## src/rtl/halt_coord_pkg.sv

```systemverilog
package halt_coord_pkg;
  localparam int CAUSE_W = 4;

  localparam logic [7:0] OP_RD_SEL   = 8'h10;
  localparam logic [7:0] OP_WR_SEL   = 8'h11;
  localparam logic [7:0] OP_WR_CAUSE = 8'h12;
  localparam logic [7:0] OP_RD_CAUSE = 8'h13;
  localparam logic [7:0] OP_RD_CTR   = 8'h20;
  localparam logic [7:0] OP_WR_CTR   = 8'h21;

  typedef struct packed {
    logic wrSel;
    logic wrCause;
    logic wrCtr;
    logic rdSel;
    logic rdCause;
    logic rdCtr;
  } strobe_t;
endpackage

```

## src/rtl/halt_coord_ctrl.sv

```systemverilog
module halt_coord_ctrl
  import halt_coord_pkg::*;
(
  input  logic       cmdValid,
  input  logic [7:0] opcode,
  output strobe_t    strobes
);
  always_comb begin
    strobes = '0;
    if (cmdValid) begin
      unique case (opcode)
        OP_WR_SEL:   strobes.wrSel   = 1'b1;
        OP_WR_CAUSE: strobes.wrCause = 1'b1;
        OP_WR_CTR:   strobes.wrCtr   = 1'b1;
        OP_RD_SEL:   strobes.rdSel   = 1'b1;
        OP_RD_CAUSE: strobes.rdCause = 1'b1;
        OP_RD_CTR:   strobes.rdCtr   = 1'b1;
        default:     strobes = '0;
      endcase
    end
  end
endmodule

```

## src/rtl/halt_coord_dp.sv

```systemverilog
module halt_coord_dp
  import halt_coord_pkg::*;
#(
  parameter int NUM_CORES = 4,
  parameter int DATA_W    = 32,
  parameter int CTR_W     = 64
) (
  input  logic                         clk,
  input  logic                         rstN,
  input  strobe_t                      strobes,
  input  logic [7:0]                   param,
  input  logic [DATA_W-1:0]            cmdData,
  input  logic [CAUSE_W*NUM_CORES-1:0] haltCause,
  output logic [NUM_CORES-1:0]         haltReq,
  output logic                         ctrFreeze,
  output logic [CTR_W-1:0]             counterValue,
  output logic [DATA_W-1:0]            readBack
);
  logic [NUM_CORES-1:0] selMask;
  logic [NUM_CORES-1:0] ctrMask;
  logic [CAUSE_W-1:0]   causeEn;
  logic [NUM_CORES-1:0] srcVec;
  logic [NUM_CORES-1:0] rawHalted;
  logic [NUM_CORES-1:0] reqNext;

  // configuration registers and readback
  always_ff @(posedge clk) begin
    if (!rstN) begin
      selMask  <= '0;
      ctrMask  <= '0;
      causeEn  <= '0;
      readBack <= '0;
    end else begin
      if (strobes.wrSel || strobes.wrCause) selMask <= cmdData[NUM_CORES-1:0];
      if (strobes.wrCause) causeEn <= param[CAUSE_W-1:0];
      if (strobes.wrCtr)   ctrMask <= cmdData[NUM_CORES-1:0];
      if (strobes.rdSel)        readBack <= DATA_W'(selMask);
      else if (strobes.rdCause) readBack <= DATA_W'(causeEn);
      else if (strobes.rdCtr)   readBack <= DATA_W'(ctrMask);
    end
  end

  // per-core source detection and request fan-out
  for (genvar c = 0; c < NUM_CORES; c++) begin : g_core
    logic [CAUSE_W-1:0] myCause;
    assign myCause      = haltCause[CAUSE_W*c +: CAUSE_W];
    assign rawHalted[c] = |myCause;
    assign srcVec[c]    = selMask[c] & |(myCause & causeEn);
    assign reqNext[c]   = selMask[c] & |(srcVec & ~(NUM_CORES'(1) << c));
  end

  always_ff @(posedge clk) begin
    if (!rstN) haltReq <= '0;
    else       haltReq <= reqNext;
  end

  // shared timestamp counter
  assign ctrFreeze = |(rawHalted & ctrMask);

  always_ff @(posedge clk) begin
    if (!rstN)          counterValue <= '0;
    else if (!ctrFreeze) counterValue <= counterValue + CTR_W'(1);
  end
endmodule

```

## src/rtl/halt_coord.sv

```systemverilog
module halt_coord
  import halt_coord_pkg::*;
#(
  parameter int NUM_CORES = 4,
  parameter int DATA_W    = 32,
  parameter int CTR_W     = 64
) (
  input  logic                         clk,
  input  logic                         rstN,
  input  logic                         cmdValid,
  input  logic [15:0]                  cmdWord,
  input  logic [DATA_W-1:0]            cmdData,
  input  logic [CAUSE_W*NUM_CORES-1:0] haltCause,
  output logic [NUM_CORES-1:0]         haltReq,
  output logic                         ctrFreeze,
  output logic [CTR_W-1:0]             counterValue,
  output logic [DATA_W-1:0]            readBack
);
  strobe_t strobes;

  halt_coord_ctrl u_ctrl (
    .cmdValid (cmdValid),
    .opcode   (cmdWord[7:0]),
    .strobes  (strobes)
  );

  halt_coord_dp #(
    .NUM_CORES (NUM_CORES),
    .DATA_W    (DATA_W),
    .CTR_W     (CTR_W)
  ) u_dp (
    .clk          (clk),
    .rstN         (rstN),
    .strobes      (strobes),
    .param        (cmdWord[15:8]),
    .cmdData      (cmdData),
    .haltCause    (haltCause),
    .haltReq      (haltReq),
    .ctrFreeze    (ctrFreeze),
    .counterValue (counterValue),
    .readBack     (readBack)
  );
endmodule

```

## config.mk

```make
export PLATFORM = sky130hd
export DESIGN_NAME = halt_coord
export DESIGN_NICKNAME = d
export VERILOG_FILES = /design/src/rtl/halt_coord_pkg.sv /design/src/rtl/halt_coord_ctrl.sv /design/src/rtl/halt_coord_dp.sv /design/src/rtl/halt_coord.sv
export SDC_FILE = /design/constraint.sdc
export NUM_CORES = 1
export LEC_CHECK = 0
export BUFFER_PORTS_ARGS = -buffer_cell sky130_fd_sc_hd__buf_2
export CORE_MARGIN = 10
export CORE_UTILIZATION = 46
export DETAILED_ROUTE_END_ITERATION = 12
export GPL_TIMING_DRIVEN = 0
export HOLD_SLACK_MARGIN = 0.08
export PLACE_DENSITY = 0.88
export SYNTH_ARGS = -nofsm -noshare
export SYNTH_HDL_FRONTEND = slang
export SYNTH_SLANG_ARGS = --single-unit
```

## constraint.sdc

```tcl
create_clock -name clk -period 3.7 [get_ports clk]
set_input_delay 0.185 -clock clk [delete_from_list [all_inputs] [get_ports clk]]
set_output_delay 0.185 -clock clk [all_outputs]
set_load 0.03 [all_outputs]
```

==> run metrics <==
status=completed; area leader, netlist=dfxtp_1; nets@finish=749; hold worst-path end=u_dp.ctrMask[0]; reg-to-reg endpoint=u_dp.counterValue[42]; Syn. warnings=0; FF-to-FF path depth=8; Mapped Area=4420 µm²; placed instance count=795; fin cells=815; FF+latch count, synth=84; hold depth=3; Clock Skew=0.0148 ns; CTS tree=built; asr flop ratio synth=0%; core footprint=9280 µm²; Final Hold Fails=0; Final Max Slew Viols=0; Post-CTS Setup Inserts=0; most common cell in the synthesized netlist=dfxtp_1; critical path type=flip-flop to flip-flop; vias=4688; Most used DFF post-synth=dfxtp_1; GR Overflow Total=0; Achievable Freq=378 MHz; Least-Margin Pin Slew=0.728 ns; Synth top cells by count=dfxtp_1, nor2_1, a21oi_1, nand2_1; crit path capture type=flip-flop; num ports=168; area growth from synthesis to layout=24.0%; Hold Crit Class=primary input to flip-flop; drt initial violations=347; Post-Route WL=13.5 mm; Required @ worst endpoint=3.99 ns; clock latency on the worst-skew pair=0.37 ns; RePlAce Congestion=0.873; period utilization=71.6%; DR pass1 iterations=5; GRT Util Overall=18.5%; RSZ-0062 raised after global routing=no; die area=13900 µm²; Mean Syn Cell Area=8.30 µm²; Setup TNS=0 ns; GRT met1 Usage=22.1%; met3 usage=5.85%; antenna diode count=0; htree depth=3; TritonCTS buffer count=9; synth unique cells=47; R2R setup slack=1.05 ns; fin crit period=2.65 ns; Vias/cell=5.75; Worst setup SP type=flip-flop; P_leak=2.14 nW; clock buffer depth=2; Slew Limit Headroom=51.1%; Synth area leaders=dfxtp_1, a21oi_1, buf_4; hold wc startpoint=cmdData[0]; Die X=118 µm; Setup violations, final=0; Fill cells=837; Initial Util=47.6%; Final Core Density=59.0%; PostCTS Resize Cnt=0; dpl hpwl=10.5 mm; Worst Path Arrival=2.94 ns; clk sinks=84; DRC viols=0; register area share after synthesis=38.1%; Synth Instances=532; met2 Usage GRT=30.6%; antenna violations before repair=0; EDFF count, synth=0; root buf cell=clkbuf_8; IO Port Bufs=107; share of the synthesized area in the top cell type=38.1%; DR WL/cell=16.6 µm; pin count of the biggest net entering global routing=16; Max Cap Violations=0; RR Startpoint=u_dp.counterValue[0]; global routing's busiest layer=met2; Final ANT Viol Nets=0; Clk pin slew, worst setup/hold paths=0.10 ns; PwrDens=328 nW/µm²; first-pass GRT wire length=22.2 mm; layout cells sized above 1=25.2%; worst-path maximum fanout=10; Max rail drop VDD=0.210 mV; vias in the first global route=4537; Rows=35; Die Y=118 µm
## layout by cell type, fill, tap and decap left out, drive strengths merged, types with 2 or more instances in the layout
| cell type | n |
|---|---|
| clkinv | 3 |
| mux2i | 13 |
| nor2 | 54 |
| or4 | 17 |
| nand2 | 40 |
| and2 | 5 |
| o41ai | 4 |
| bufinv | 2 |
| nor3 | 10 |
| nor4 | 13 |
| xor2 | 16 |
| xnor2 | 5 |
| nand3 | 30 |
| a22oi | 4 |
| or2 | 2 |
| conb | 28 |
| inv | 13 |
| o21ai | 27 |
| buf | 139 |
| nand2b | 6 |
| dlygate4sd3 | 4 |
| a221o | 4 |
| nand4 | 33 |
| or3 | 24 |
| dfxtp | 84 |
| a22o | 8 |
| clkbuf | 24 |
| a21oi | 45 |
| and3 | 5 |
| o31ai | 17 |
## state kept, by name, indices dropped and copies added (netlist names)
name / flops
u_dp.counterValue: 64
u_dp.haltReq: 4
u_dp.selMask: 4
u_dp.readBack: 4
u_dp.causeEn: 4
u_dp.ctrMask: 4
## through the flow
stage                     power (mW)  setup WS [ns]  area, µm²  hold WS [ns]
after floorplan                 1.03           1.41       4520         0.332
after global placement          1.06           1.22       5220         0.425
after detailed placement        1.06           1.10       5220         0.438
after CTS                       1.79           1.06       5480        0.0804
after global routing            1.84          0.861       5480        0.0988
final                           1.80           1.05       5480        0.0909
## worst max-delay path, cell delays in order (launching register included)
cell and delay [ns]:
dfxtp_1 0.42, ha_1 0.17, clkbuf_1 0.34, nand2_1 0.18, nor4_4 0.32, nand4_1 0.34
clkbuf_2 0.28, or3_1 0.38, a21oi_1 0.15
## routing by layer
metal | part of all wire [%] | wire, µm
met1 | 41 | 5500
met3 | 9.9 | 1340
met5 | 0 | 0
met4 | 2.1 | 289
met2 | 47 | 6420
## logic make-up after synthesis
kind of cell    synth area share, %
xor+xnor                       4.16
simple gates                   31.1
buf+inv                        7.73
fa+ha+maj                     0.283
other cells                  0.0849
compound gates                 15.7
flops                          38.1
mux                            2.95
## power by group
part           switching, mW  total (mW)  internal, mW
combinational         0.0914       0.139        0.0480
clock                  0.362       0.746         0.384
sequential           0.00461       0.911         0.906
total                  0.458        1.80          1.34
## area by class of cell
class | instances | area [µm²] | area share [%]
inverter | 12 | 45.0 | 0.822
clock inverter | 7 | 98.8 | 1.80
multi-input combinational | 416 | 2500 | 45.6
buffer | 47 | 297 | 5.41
timing repair buffer | 111 | 576 | 10.5
sequential | 84 | 1680 | 30.7
clock buffer | 9 | 124 | 2.26
tap | 129 | 161 | 2.95
## worst max-delay path by stage
stage	startpoint	end	slack (ns)	cells after the start
detailed placement	u_dp.counterValue[0]	u_dp.counterValue[42]	1.10	8
global placement	u_dp.counterValue[0]	u_dp.counterValue[44]	1.22	8
finish	u_dp.counterValue[0]	u_dp.counterValue[42]	1.05	8
floorplan	u_dp.counterValue[0]	u_dp.counterValue[56]	1.41	8
CTS	u_dp.counterValue[0]	u_dp.counterValue[42]	1.06	8
global route	u_dp.counterValue[0]	u_dp.counterValue[44]	0.86	8
## repair_timing
item,4_1_cts,5_1_grt
setup endpoints to repair,0,0
hold buffers,4,0
endpoints found under the hold margin,4,0
Note: power is estimated with default switching activity, not from simulation.
